**src/rtl/gpio_port_pkg.sv**
```systemverilog
package gpio_port_pkg;
  localparam int unsigned REG_AW = 2;

  typedef enum logic [REG_AW-1:0] {
    REG_DATA = 2'd0,
    REG_MODE = 2'd1,
    REG_PULL = 2'd2,
    REG_OPEN = 2'd3
  } reg_sel_e;
endpackage

```
**src/rtl/gpio_regs.sv**
```systemverilog
module gpio_regs
  import gpio_port_pkg::*;
#(
  parameter int unsigned WIDTH = 8
) (
  input  logic                  clk_i,
  input  logic                  rst_ni,
  input  logic [REG_AW-1:0]     addr_i,
  input  logic                  we_i,
  input  logic [WIDTH-1:0]      wdata_i,
  output logic [WIDTH-1:0]      pp_q_o,
  output logic [WIDTH-1:0]      mode_q_o,
  output logic [WIDTH-1:0]      pull_n_q_o,
  output logic [WIDTH-1:0]      od_q_o
);
  localparam logic [WIDTH-1:0] ONES  = {WIDTH{1'b1}};
  localparam logic [WIDTH-1:0] ZEROS = {WIDTH{1'b0}};

  reg_sel_e sel;
  assign sel = reg_sel_e'(addr_i);

  always_ff @(posedge clk_i or negedge rst_ni) begin
    if (!rst_ni) begin
      pp_q_o     <= ONES;
      mode_q_o   <= ZEROS;
      pull_n_q_o <= ZEROS;
      od_q_o     <= ONES;
    end else if (we_i) begin
      unique case (sel)
        REG_DATA: pp_q_o     <= wdata_i;
        REG_MODE: mode_q_o   <= wdata_i;
        REG_PULL: pull_n_q_o <= wdata_i;
        REG_OPEN: od_q_o     <= wdata_i;
        default:  ;
      endcase
    end
  end
endmodule

```
**src/rtl/gpio_sync.sv**
```systemverilog
module gpio_sync #(
  parameter int unsigned WIDTH  = 8,
  parameter int unsigned STAGES = 2
) (
  input  logic             clk_i,
  input  logic             rst_ni,
  input  logic [WIDTH-1:0] d_i,
  output logic [WIDTH-1:0] q_o
);
  logic [STAGES-1:0][WIDTH-1:0] stage_q;

  for (genvar s = 0; s < STAGES; s++) begin : g_stage
    if (s == 0) begin : g_first
      always_ff @(posedge clk_i or negedge rst_ni) begin
        if (!rst_ni) stage_q[0] <= '0;
        else         stage_q[0] <= d_i;
      end
    end else begin : g_next
      always_ff @(posedge clk_i or negedge rst_ni) begin
        if (!rst_ni) stage_q[s] <= '0;
        else         stage_q[s] <= stage_q[s-1];
      end
    end
  end

  assign q_o = stage_q[STAGES-1];
endmodule

```
**src/rtl/gpio_pad_ctrl.sv**
```systemverilog
module gpio_pad_ctrl #(
  parameter int unsigned WIDTH = 8
) (
  input  logic [WIDTH-1:0] pp_i,
  input  logic [WIDTH-1:0] mode_i,
  input  logic [WIDTH-1:0] pull_n_i,
  input  logic [WIDTH-1:0] od_i,
  output logic [WIDTH-1:0] drv_hi_o,
  output logic [WIDTH-1:0] drv_lo_o,
  output logic [WIDTH-1:0] pu_en_o
);
  for (genvar i = 0; i < WIDTH; i++) begin : g_pin
    always_comb begin
      if (mode_i[i]) begin
        // push-pull: exactly one driver on
        drv_hi_o[i] = pp_i[i];
        drv_lo_o[i] = ~pp_i[i];
      end else begin
        // open-drain: high driver always off
        drv_hi_o[i] = 1'b0;
        drv_lo_o[i] = ~od_i[i];
      end
      pu_en_o[i] = ~pull_n_i[i];
    end
  end
endmodule

```
**src/rtl/gpio_port.sv**
```systemverilog
module gpio_port
  import gpio_port_pkg::*;
#(
  parameter int unsigned WIDTH       = 8,
  parameter int unsigned SYNC_STAGES = 2
) (
  input  logic              clk_i,
  input  logic              rst_ni,
  input  logic [REG_AW-1:0] addr_i,
  input  logic              we_i,
  input  logic [WIDTH-1:0]  wdata_i,
  output logic [WIDTH-1:0]  rdata_o,
  input  logic [WIDTH-1:0]  pad_i,
  output logic [WIDTH-1:0]  drv_hi_o,
  output logic [WIDTH-1:0]  drv_lo_o,
  output logic [WIDTH-1:0]  pu_en_o
);
  logic [WIDTH-1:0] pp_q, mode_q, pull_n_q, od_q, pad_sync;

  gpio_regs #(.WIDTH(WIDTH)) u_regs (
    .clk_i      (clk_i),
    .rst_ni     (rst_ni),
    .addr_i     (addr_i),
    .we_i       (we_i),
    .wdata_i    (wdata_i),
    .pp_q_o     (pp_q),
    .mode_q_o   (mode_q),
    .pull_n_q_o (pull_n_q),
    .od_q_o     (od_q)
  );

  gpio_sync #(.WIDTH(WIDTH), .STAGES(SYNC_STAGES)) u_sync (
    .clk_i  (clk_i),
    .rst_ni (rst_ni),
    .d_i    (pad_i),
    .q_o    (pad_sync)
  );

  gpio_pad_ctrl #(.WIDTH(WIDTH)) u_pad (
    .pp_i     (pp_q),
    .mode_i   (mode_q),
    .pull_n_i (pull_n_q),
    .od_i     (od_q),
    .drv_hi_o (drv_hi_o),
    .drv_lo_o (drv_lo_o),
    .pu_en_o  (pu_en_o)
  );

  always_comb begin
    unique case (reg_sel_e'(addr_i))
      REG_DATA: rdata_o = pad_sync;
      REG_MODE: rdata_o = mode_q;
      REG_PULL: rdata_o = pull_n_q;
      REG_OPEN: rdata_o = od_q;
      default:  rdata_o = '0;
    endcase
  end
endmodule

```
**config.mk**
```make
export PLATFORM = sky130hd
export DESIGN_NAME = gpio_port
export DESIGN_NICKNAME = d
export VERILOG_FILES = /design/src/rtl/gpio_port_pkg.sv /design/src/rtl/gpio_regs.sv /design/src/rtl/gpio_sync.sv /design/src/rtl/gpio_pad_ctrl.sv /design/src/rtl/gpio_port.sv
export SDC_FILE = /design/constraint.sdc
export NUM_CORES = 1
export LEC_CHECK = 0
export BUFFER_PORTS_ARGS = -buffer_cell sky130_fd_sc_hd__buf_4
export CAP_MARGIN = 20
export CORE_ASPECT_RATIO = 0.9
export CORE_MARGIN = 3
export CORE_UTILIZATION = 51
export DETAILED_ROUTE_END_ITERATION = 8
export PLACE_DENSITY_LB_ADDON = 0.2
export SYNTH_ARGS = -nofsm -noshare
export SYNTH_HDL_FRONTEND = slang
export SYNTH_SLANG_ARGS = --single-unit
```
**constraint.sdc**
```tcl
create_clock -name clk_i -period 1.8 [get_ports clk_i]
set_input_delay 0.54 -clock clk_i [delete_from_list [all_inputs] [get_ports clk_i]]
set_output_delay 0.54 -clock clk_i [all_outputs]
set_load 0.01 [all_outputs]
```
Yosys cells after proc, flatten, opt, wreduce, memory -nomap -nowiden

Cells that the tools add are included.

Bits of input ports: 21
Output and inout port bits: 32
Word-level logic and storage cells: 55
Register bits after elaboration: 48
Memories kept: 0
Bits in read-only memories: 0
Latch bits: 0
RAM bits: 0

Eq/ne operators: 3
Muxes and demuxes: 17
Multiply operators: 0
Shifts and indexed selects: 0
Bitwise logic cells: 24
Order comparisons: 0
Reduce and logical (&&, ||, !) cells: 5
Divide/modulo/power cells: 0
$add $sub $neg: 0

Operators by type and width:

| kind                 | number |
|---|---|
| $pmux W8 S4          | 1 |
| $not A1 Y1           | 24 |
| $mux W1              | 16 |
| $reduce_and A2 Y1    | 4 |
| $eq A2 B2 Y1 const B | 2 |
| $eq A2 B1 Y1 const B | 1 |
| $logic_not A2 Y1     | 1 |

Longest topological paths before layout

Gate-level depths: netlist of run 1.

Word-level depth: 2
Gate-level depth with buffers: 3
Gate-level depth less buffers: 2

Cells and area by module

A second synthesis of run 1 with hierarchy kept.

Cells, all modules: 126
Area total of the unflattened synthesis: 2059.5 um^2

By module, submodules not included:

| module        | cells an instance | area each (um^2) | seq. area each (um^2) | times used |
|---|---|---|---|---|
| gpio_regs     | 68                | 1232.4           | 820.8                 | 1 |
| gpio_sync     | 24                | 460.4            | 400.4                 | 1 |
| gpio_port     | 10                | 196.4            | 0.0                   | 1 |
| gpio_pad_ctrl | 24                | 170.2            | 0.0                   | 1 |

Least setup slack after synthesis of run 1

OpenSTA, ideal clock, no wires.

Path type: input to output
Start: input addr_i[0]
End: output rdata_o[5]
Required time: 1.260 ns
Slack: -0.028 ns
Arrival: 1.288 ns
Cell stages on the path: 2
Buffers on the path: 1
Cell sequence: buf_6 mux4_1

Word-level cells in the longest chain between the ends: 2
Elaborated cells between the ends (all ways): 5
Those cells by class: eq/ne: 3; mux: 1; reduce/logical: 1

RTL lines:

| element                              | line            | text |
|---|---|---|
| start, declared                      | gpio_port.sv:9  | `input logic [REG_AW-1:0] addr_i,` |
| $eq A2 B2 Y1 (tied with other cells) | gpio_port.sv:50 | `unique case (reg_sel_e'(addr_i))` |
| $pmux W8 S4 *                        | gpio_port.sv:50 |  |
| end, declared                        | gpio_port.sv:12 | `output logic [WIDTH-1:0] rdata_o,` |

Every way passes the cells marked *; elsewhere a longest branch is shown, timed or not.

Worst setup path in the final report of run 1

Start: register u_regs.mode_q_o[5]
End: output rdata_o[5]

Word-level cells in the longest chain between the ends: 1

RTL lines:

| element                | line            | text |
|---|---|---|
| start, declared        | gpio_regs.sv:12 | `output logic [WIDTH-1:0] mode_q_o,` |
| start signal, assigned | gpio_regs.sv:31 | `REG_MODE: mode_q_o <= wdata_i;` |
| $pmux W8 S4            | gpio_port.sv:50 |  |

No other way between the ends.

==> qor.yml, run 1 <==
hold_viol_final: 0
fmax_ghz: 0.537
drive_gt1_share_pct: 76.2
synth_area_per_cell_um2: 15.8
power_density_mw_per_mm2: 1130
pwr-share-clk_pct: 27.9
worst-r2r-cell-count: 3
synthesis.area_mm2: 0.00199
insertion_delay_ns: 0.30
core_area_mm2: 0.00355
ioPinCount: 53
drtIter0Drc: 84
gp_congestion: 0.766
grt_overflow: 0
rrSetupSlack_ns: 0.79
switching_power_mw: 0.806
period_needed_ns: 1.86
nFillCells: 216
antenna_found_initial: 0
post-place-ws_ns: -0.173
synthCells: 126
required_ns: 1.26
vias: 1331
fp.dieArea_mm2: 0.00468
clk_pin_slew_worst_paths_ns: 0.09
ir_drop_mv: 0.715
totalPowerFinal_mw: 3.23
portBuffers: 52
swShare_pct: 25.0
worstHoldPathType: "in2async"
skew_ns: 0.00332
crit_arrival_ns: 1.32
dr.pass1.iters: 4
synth_flop_cell: "dfrtp_1"
synth.area.top_cells: "dfrtp_1 (40%), dfstp_2 (21%), mux2_2 (18%)"
regArea_mm2: 0.00122
cts_tree: "built"
cts.path.max_buffers: 2
antenna_left: 0
initial_utilization_pct: 55.9
ys_seq_elements: 48
place_inst: 227
period_share_pct: 104
nets: 230
sequentialPowerShare_pct: 42.6
htreeDepth: 2
instances_no_fill: 254
yosysUniqueCellTypes: 13
slew_headroom_pct: 61.4
rows: 20
die_w_um: 71.8
synth_commonest_cells: "dfrtp_1 (32), mux2_2 (32), dfstp_2 (16), inv_1 (16)"
end_kind: "primary output"
yosysWarnings: 0
multiInputGateArea_um2: 729
power_frac_comb_pct: 29.4
failed_checks: "setup timing"
drv_cap: 0
wirelength_mm: 4.35
routedWlPerCell_um: 17.1
postCtsHoldBufs: 0
drt-vias-per-instance: 5.24
diodes: 0
crit_type: "reg2out"
r2r-end: "u_regs.pull_n_q_o[1]"
dp_hpwl_mm: 2.74
synth_edf_count: 0
drc_errors: 0
outcome: "finished with violations"
ctsRootBufferMaster: "clkbuf_8"
grt_pass1_wl_mm: 7.23
start_kind: "register"
p_leak_nw: 1.35
cp_slowest_stage_delay_ns: 0.48
reg2reg_from: "u_regs.pull_n_q_o[1]"
grt_pass1_vias: 1436
p_int_mw: 2.42
grt_setup_unrepaired: "true"
clock_sinks: 48
slowest_stage: "mux4_2"
worst_pin_slew_ns: 0.579
seq_area_frac_synth_pct: 61.5
async_reset_ff_share_pct: 100
die_h_um: 65.2
grt_use_total_pct: 21.1
syn_nets: 147
finalSetupViolCount: 8
cts_buffers: 5
grt_start_max_net_pins: 49
synth_area_leader_cell: "dfrtp_1"
synth_top_area_share_pct: 40.3
syn2layout_area_growth_pct: 43.9
path_cells: "mux4_2 -> buf_6"
slew_viol_final: 0
worstPathMaxFanout: 4
timing.final.ws_setup_ns: -0.0639
## kinds of logic after synthesis
family                 share of synthesized area [%]
multiplexers                                    27.4
AND/OR/NAND/NOR                                 5.10
AO/OA/AOI/OAI                                   2.02
flip-flops                                      61.5
buffers and inverters                           3.97
## layout make-up
class | instances | area share [%]
timing repair buffer | 78 | 23.1
sequential | 48 | 42.7
multi-input combinational | 60 | 25.5
inverter | 16 | 2.10
clock buffer | 6 | 2.54
clock inverter | 2 | 2.10
tap | 44 | 1.93
## per-layer routing
layer | part of all wire, % | vias up | global-route usage (%)
li1 | - | 606 | -
met1 | 42 | 680 | 26.9
met2 | 52 | 39 | 34.7
met3 | 5.3 | 6 | 7.19
met4 | 0.94 | 0 | 5.63
met5 | 0 | - | 0
## power groups by stage
stage	Clock, mW	Sequential, mW	Combinational (mW)
finish	0.901	1.38	0.950
global placement	0	1.39	0.702
CTS	0.908	1.36	0.871
global route	0.985	1.40	1.02
detailed placement	0	1.40	0.722
floorplan	0	1.37	0.378
## worst max-delay path: cells and delay by family (launching register included)
family	cells	cell delay (ns)
buffers and inverters	1	0.14
flip-flops	1	0.41
multiplexers	1	0.48
## metrics by stage
step	setup TNS, ns	hold slack [ns]	cell area [µm²]	util (%)
finish	-0.341	0.228	2860	80.4
global route	-0.784	0.258	2860	80.4
CTS	-0.303	0.254	2770	78.0
detailed placement	-1.21	0.335	2460	69.3
global placement	-1.20	0.332	2460	69.3
floorplan	0	0.244	1980	-
## layout by cell type (no fill, tap or decap)
cell type	count
buf_16	1
bufinv_16	2
nand3b_2	2
buf_4	65
buf_6	11
nor3b_4	1
and2_1	1
inv_1	16
clkbuf_8	5
a21oi_2	8
mux2_2	32
buf_12	1
clkbuf_1	1
mux4_2	8
dfrtp_1	32
nand3_2	1
dfstp_2	16
and2_4	7
## worst max-delay path by stage
stage,startpoint,endpoint
floorplan,addr_i[1],rdata_o[3]
global placement,addr_i[0],rdata_o[1]
detailed placement,addr_i[0],rdata_o[4]
CTS,u_regs.pull_n_q_o[6],rdata_o[6]
global route,u_regs.pull_n_q_o[6],rdata_o[6]
finish,u_regs.mode_q_o[5],rdata_o[5]
## flip-flops by register name, summed over array words and instances, names as in the netlist
| signal | flops |
|---|---|
| u_regs.mode_q_o | 8 |
| u_regs.od_q_o | 8 |
| u_regs.pp_q_o | 8 |
| u_regs.pull_n_q_o | 8 |
| u_sync.q_o | 8 |
| u_sync.stage_q | 8 |
## what timing repair did
| action | 4_1_cts | 5_1_grt |
|---|---|---|
| setup buffers | 14 | 4 |
| pin swaps | 0 | 0 |
| setup endpoints to repair | 8 | 15 |
| hold endpoints to repair | 0 | 0 |
| cloned | 1 | 0 |
| resized for setup | 13 | 17 |
No activity file was read; power rests on OpenSTA's default activity.
==> run 2: changes to the inputs <==
--- a/config.mk
+++ b/config.mk
@@ -5,11 +5,12 @@
 export SDC_FILE = /design/constraint.sdc
 export NUM_CORES = 1
 export LEC_CHECK = 0
+export ABC_AREA = 1
 export BUFFER_PORTS_ARGS = -buffer_cell sky130_fd_sc_hd__buf_4
 export CAP_MARGIN = 20
 export CORE_ASPECT_RATIO = 0.9
 export CORE_MARGIN = 3
-export CORE_UTILIZATION = 51
+export CORE_UTILIZATION = 52
 export DETAILED_ROUTE_END_ITERATION = 8
 export PLACE_DENSITY_LB_ADDON = 0.2
 export SYNTH_ARGS = -nofsm -noshare
==> run 2 against run 1 <==
The run now ends clean. Sequential power about the same. Non-clock buffer count decreased by 19. Flip-flop and latch count unchanged. Critical path type is now in2out. Cell count increased by 26%. Sequential share of layout area increased by 3.3 points. Synthesized cell count increased by 71%. Cell area decreased by 7.3%. Worst hold slack got worse by 0.0036 ns. Clock-buffer cell count unchanged.
==> qor.yml, run 2 <==
antenna_found_initial: 0
critical_path.most_common_cell: "buf_4"
path_cells: "buf_4 -> buf_4 -> nand3_1 -> nand4_1 -> buf_4"
ys_seq_elements: 48
core_area_mm2: 0.00381
clock_sinks: 48
synth_commonest_cells: "nand2_1 (46), dfrtp_1 (32), inv_1 (25)"
drive_gt1_share_pct: 39.8
yosysWarnings: 0
drv_cap: 0
ioPinCount: 53
fin_tns_setup_ns: 0
synth_top_area_share_pct: 38.1
dr.pass1.iters: 4
drtIter0Drc: 171
synthesis.area_mm2: 0.00210
insertion_delay_ns: 0.31
nFillCells: 304
cp_slowest_stage_delay_ns: 0.16
fmax_ghz: 0.570
cts_tree: "built"
grt_use_total_pct: 21.3
antenna_left: 0
ctsRootBufferMaster: "clkbuf_8"
crit_arrival_ns: 1.21
nets: 294
grt_overflow: 0
grt_setup_unrepaired: "false"
fp.dieArea_mm2: 0.00484
required_ns: 1.26
place_inst: 312
cts_setup_buffers: 0
multiInputGateArea_um2: 677
outcome: "completed"
p_leak_nw: 1.31
postCtsHoldBufs: 0
grt_start_max_net_pins: 49
crit_type: "in2out"
cts_buffers: 5
grt_pass1_vias: 1663
seq_area_frac_synth_pct: 58.2
mostFrequentLayoutCells: "buf_4 (55), nand2_1 (46), dfrtp_1 (32)"
period_share_pct: 97.4
power_density_mw_per_mm2: 1000
synthMuxAreaShare_pct: 0
synth_top_family_by_area: "simple AND/OR/NAND/NOR gates"
instances_no_fill: 320
die_h_um: 66.3
worst_pin_slew_ns: 0.585
yosysUniqueCellTypes: 17
ctsResizeCount: 0
slew_viol_final: 0
worstHoldPathType: "in2async"
portBuffers: 52
worstPathMaxFanout: 6
drt-vias-per-instance: 5.12
async_reset_ff_share_pct: 100
synth_edf_count: 0
synth_compound_area_share_pct: 11.3
cts.path.max_buffers: 2
final_common_cell: "buf_4"
gp_congestion: 0.766
vias: 1639
diodes: 0
routedWlPerCell_um: 14.7
synth_area_per_cell_um2: 9.77
hold_viol_final: 0
wirelength_mm: 4.72
rows: 21
end_kind: "primary output"
synth.most_common_cell: "nand2_1"
dp_hpwl_mm: 3.28
finalSetupViolCount: 0
syn_nets: 236
regArea_mm2: 0.00122
synth-simple-area-share_pct: 20.9
synthCells: 215
grt_pass1_wl_mm: 7.64
ir_drop_mv: 0.514
die_w_um: 73.0
synth_fa_ha_area_share_pct: 0
synth.area.top_cells: "dfrtp_1 (38%), dfstp_2 (20%), nand2_1 (8.2%)"
synthXorXnorAreaFrac_pct: 0
start_kind: "primary input"
period_needed_ns: 1.75
syn2layout_area_growth_pct: 26.2
synth_area_leader_cell: "dfrtp_1"
htreeDepth: 2
slew_headroom_pct: 61.0
hold-worst-slack_ns: 0.225
slowest_stage: "buf_4"
drc_errors: 0
clk_pin_slew_worst_paths_ns: 0.09
skew_ns: 0.00538
synth_flop_cell: "dfrtp_1"
initial_utilization_pct: 55.1
-- run 2: worst max-delay path: cells and delay by family --
kind | cells | cell delay [ns]
buf+inv | 3 | 0.47
simple gates | 2 | 0.19
-- run 2: final timing paths --
| check | slack (ns) | cells after the start | startpoint | to |
|---|---|---|---|---|
| worst max-delay path | 0.05 | 5 | addr_i[1] | rdata_o[3] |
| max in group asynchronous | 1.18 | 1 | rst_ni | u_regs.pull_n_q_o[1] |
| worst min-delay path | 0.22 | 1 | rst_ni | u_sync.stage_q[1] |
| worst max register to register | 1.02 | 2 | u_regs.od_q_o[2] | u_regs.od_q_o[2] |
| min in group clk_i | 0.33 | 1 | pad_i[5] | u_sync.stage_q[5] |
| worst min register to register | 0.36 | 0 | u_sync.stage_q[4] | u_sync.q_o[4] |
-- run 2: metal layers --
metal	track usage [%]	vias up	routed length (µm)
li1	-	814	-
met1	27.7	763	1980
met2	33.0	53	2300
met3	5.62	9	333
met4	9.68	0	95
met5	0	-	0
-- run 2: logic make-up (layout without fill, tap and decap cells) --
group / Yosys count / after routing
flip-flops: 48 / 48
AND/OR/NAND/NOR: 85 / 85
AO/OA/AOI/OAI: 40 / 40
buffers and inverters: 42 / 101
-- run 2: power breakdown --
group	leakage [nW]	internal, mW	switching (mW)
Sequential	0.554	1.25	0.110
Combinational	0.711	0.297	0.316
Clock	0.0434	0.311	0.371
Total	1.31	1.86	0.797
-- run 2: through the flow --
step | utilization, % | setup WS (ns) | total power, mW | cell area (µm²)
2_1_floorplan | - | 0.119 | 1.68 | 2100
3_3_place_gp | 66.6 | 0.0394 | 1.98 | 2540
3_5_place_dp | 66.6 | 0.0305 | 1.99 | 2540
4_1_cts | 69.2 | 0.0281 | 2.68 | 2640
5_1_grt | 69.6 | 0.00402 | 2.80 | 2650
6_report | 69.6 | 0.0462 | 2.66 | 2650
-- run 2: area by class of cell --
| type | count | area share, % |
|---|---|---|
| inverter | 34 | 4.91 |
| clock buffer | 6 | 3.12 |
| clock inverter | 2 | 0.567 |
| sequential | 48 | 46.1 |
| multi-input combinational | 125 | 25.5 |
| timing repair buffer | 59 | 17.6 |
| tap | 46 | 2.17 |
==> run 3: changes to the inputs <==
--- a/config.mk
+++ b/config.mk
@@ -8,7 +8,7 @@
 export ABC_AREA = 1
 export BUFFER_PORTS_ARGS = -buffer_cell sky130_fd_sc_hd__buf_4
 export CAP_MARGIN = 20
-export CORE_ASPECT_RATIO = 0.9
+export CORE_ASPECT_RATIO = 0.7
 export CORE_MARGIN = 3
 export CORE_UTILIZATION = 52
 export DETAILED_ROUTE_END_ITERATION = 8
==> run 3 against run 2 <==
Sequential share of layout area down 0.71 points. Highest routed layer unchanged. Critical path depth unchanged. Worst hold slack improved by 0.016 ns. Worst setup slack got worse by 0.011 ns. First-iteration DRC count decreased by 45%. Register-to-register slack is essentially flat.
==> qor.yml, run 3 (synthesis results as in run 2) <==
reg2reg_from: "u_regs.od_q_o[7]"
mostFrequentLayoutCells: "buf_4 (60), nand2_1 (46), dfrtp_1 (32)"
rows: 18
drc_errors: 0
clock_sinks: 48
skew_ns: 0.00412
core_area_mm2: 0.00369
crit_type: "in2out"
insertion_delay_ns: 0.29
drive_gt1_share_pct: 40.3
routedWlPerCell_um: 14.2
top_layer_used: "met4"
wl_met2_mm: 2.32
p_leak_nw: 1.34
slew_headroom_pct: 62.0
r2r-end: "u_regs.od_q_o[7]"
portBuffers: 52
rrSetupSlack_ns: 1.02
slew_viol_final: 0
final_core_util_pct: 72.9
vias: 1698
fp.dieArea_mm2: 0.00485
hold_viol_final: 0
power_density_mw_per_mm2: 1010
wl_met1_mm: 1.90
fin_tns_setup_ns: 0
grt_use_total_pct: 20.7
power_frac_comb_pct: 22.9
swShare_pct: 27.8
ctsRootBufferMaster: "clkbuf_8"
antenna_found_initial: 0
cts_tree: "built"
ir_drop_mv: 0.730
pwr-share-clk_pct: 27.3
wirelength_mm: 4.67
grt_pass1_wl_mm: 7.40
drv_cap: 0
place_area_mm2: 0.00257
drtIter0Drc: 94
worstHoldPathType: "in2async"
sequentialPowerShare_pct: 49.9
worstPathMaxFanout: 9
final_common_cell: "buf_4"
worst-r2r-cell-count: 2
start_kind: "primary input"
dr.pass1.iters: 4
drt-vias-per-instance: 5.18
diodes: 0
fmax_ghz: 0.567
dr_wl_met3_um: 364
grt_pass1_vias: 1600
die_w_um: 81.9
period_needed_ns: 1.76
gp_congestion: 0.772
finalSetupViolCount: 0
cts_buffers: 5
grt_overflow: 0
post-route-cell-area_mm2: 0.00269
ioPinCount: 53
htreeDepth: 2
period_share_pct: 98.0
end_kind: "primary output"
switching_power_mw: 0.757
worst_pin_slew_ns: 0.570
clk_pin_slew_worst_paths_ns: 0.08
initial_utilization_pct: 56.8
grt_start_max_net_pins: 49
die_h_um: 59.2
antenna_left: 0
setup.worst_path.start: "addr_i[1]"
required_ns: 1.26
outcome: "completed"
nets: 298
crit_arrival_ns: 1.22
syn2layout_area_growth_pct: 28.2
cts.path.max_buffers: 2
p_int_mw: 1.97
dp_hpwl_mm: 3.38
run 3: cell type report:
class	count	area [µm²]
clock buffer	6	72.6
clock inverter	2	35.0
fill	290	1000
inverter	34	130
multi-input combinational	125	677
sequential	48	1220
tap	50	62.6
timing repair buffer	63	493
run 3: power by group through the flow:
stage / logic [mW] / clock network [mW] / registers (mW)
after floorplan: 0.334 / 0 / 1.34
after global placement: 0.602 / 0 / 1.37
after CTS: 0.628 / 0.760 / 1.36
after global routing: 0.692 / 0.796 / 1.38
final: 0.623 / 0.743 / 1.36
after detailed placement: 0.625 / 0 / 1.38
run 3: worst max path at each step:
stage | end | slack, ns | depth (start not counted)
after floorplan | rdata_o[1] | 0.12 | 4
final | rdata_o[2] | 0.04 | 5
after global placement | rdata_o[0] | 0.03 | 6
after CTS | rdata_o[0] | 0.02 | 6
after global routing | rdata_o[2] | -0.008 | 5
after detailed placement | rdata_o[2] | 0.03 | 6
run 3: metal layers:
metal  track usage [%]  up-vias
li1                  -      824
met1              26.4      794
met2              34.6       67
met3              4.71       13
met4              8.06        0
met5                 0        -
run 3: per-stage QoR:
stage	std cells	hold slack (ns)	power, mW	setup slack, ns
CTS	327	0.251	2.75	0.0195
global placement	319	0.333	1.98	0.0316
detailed placement	319	0.336	2.00	0.0284
global route	328	0.271	2.86	-0.00779
finish	328	0.241	2.72	0.0353
floorplan	215	0.244	1.68	0.119
run 3: worst max-delay path, cell delays in order:
cell and delay (ns):
buf_4 0.16, nor2_8 0.17, nand2_1 0.09, nand4_1 0.13, buf_4 0.13
run 3: repair_timing:
item / 4_1_cts / 5_1_grt
buffers inserted: 0 / 1
gates resized for setup: 0 / 3
hold buffers: 0 / 0
hold endpoints to repair: 0 / 0
endpoints found under the setup margin: 0 / 7
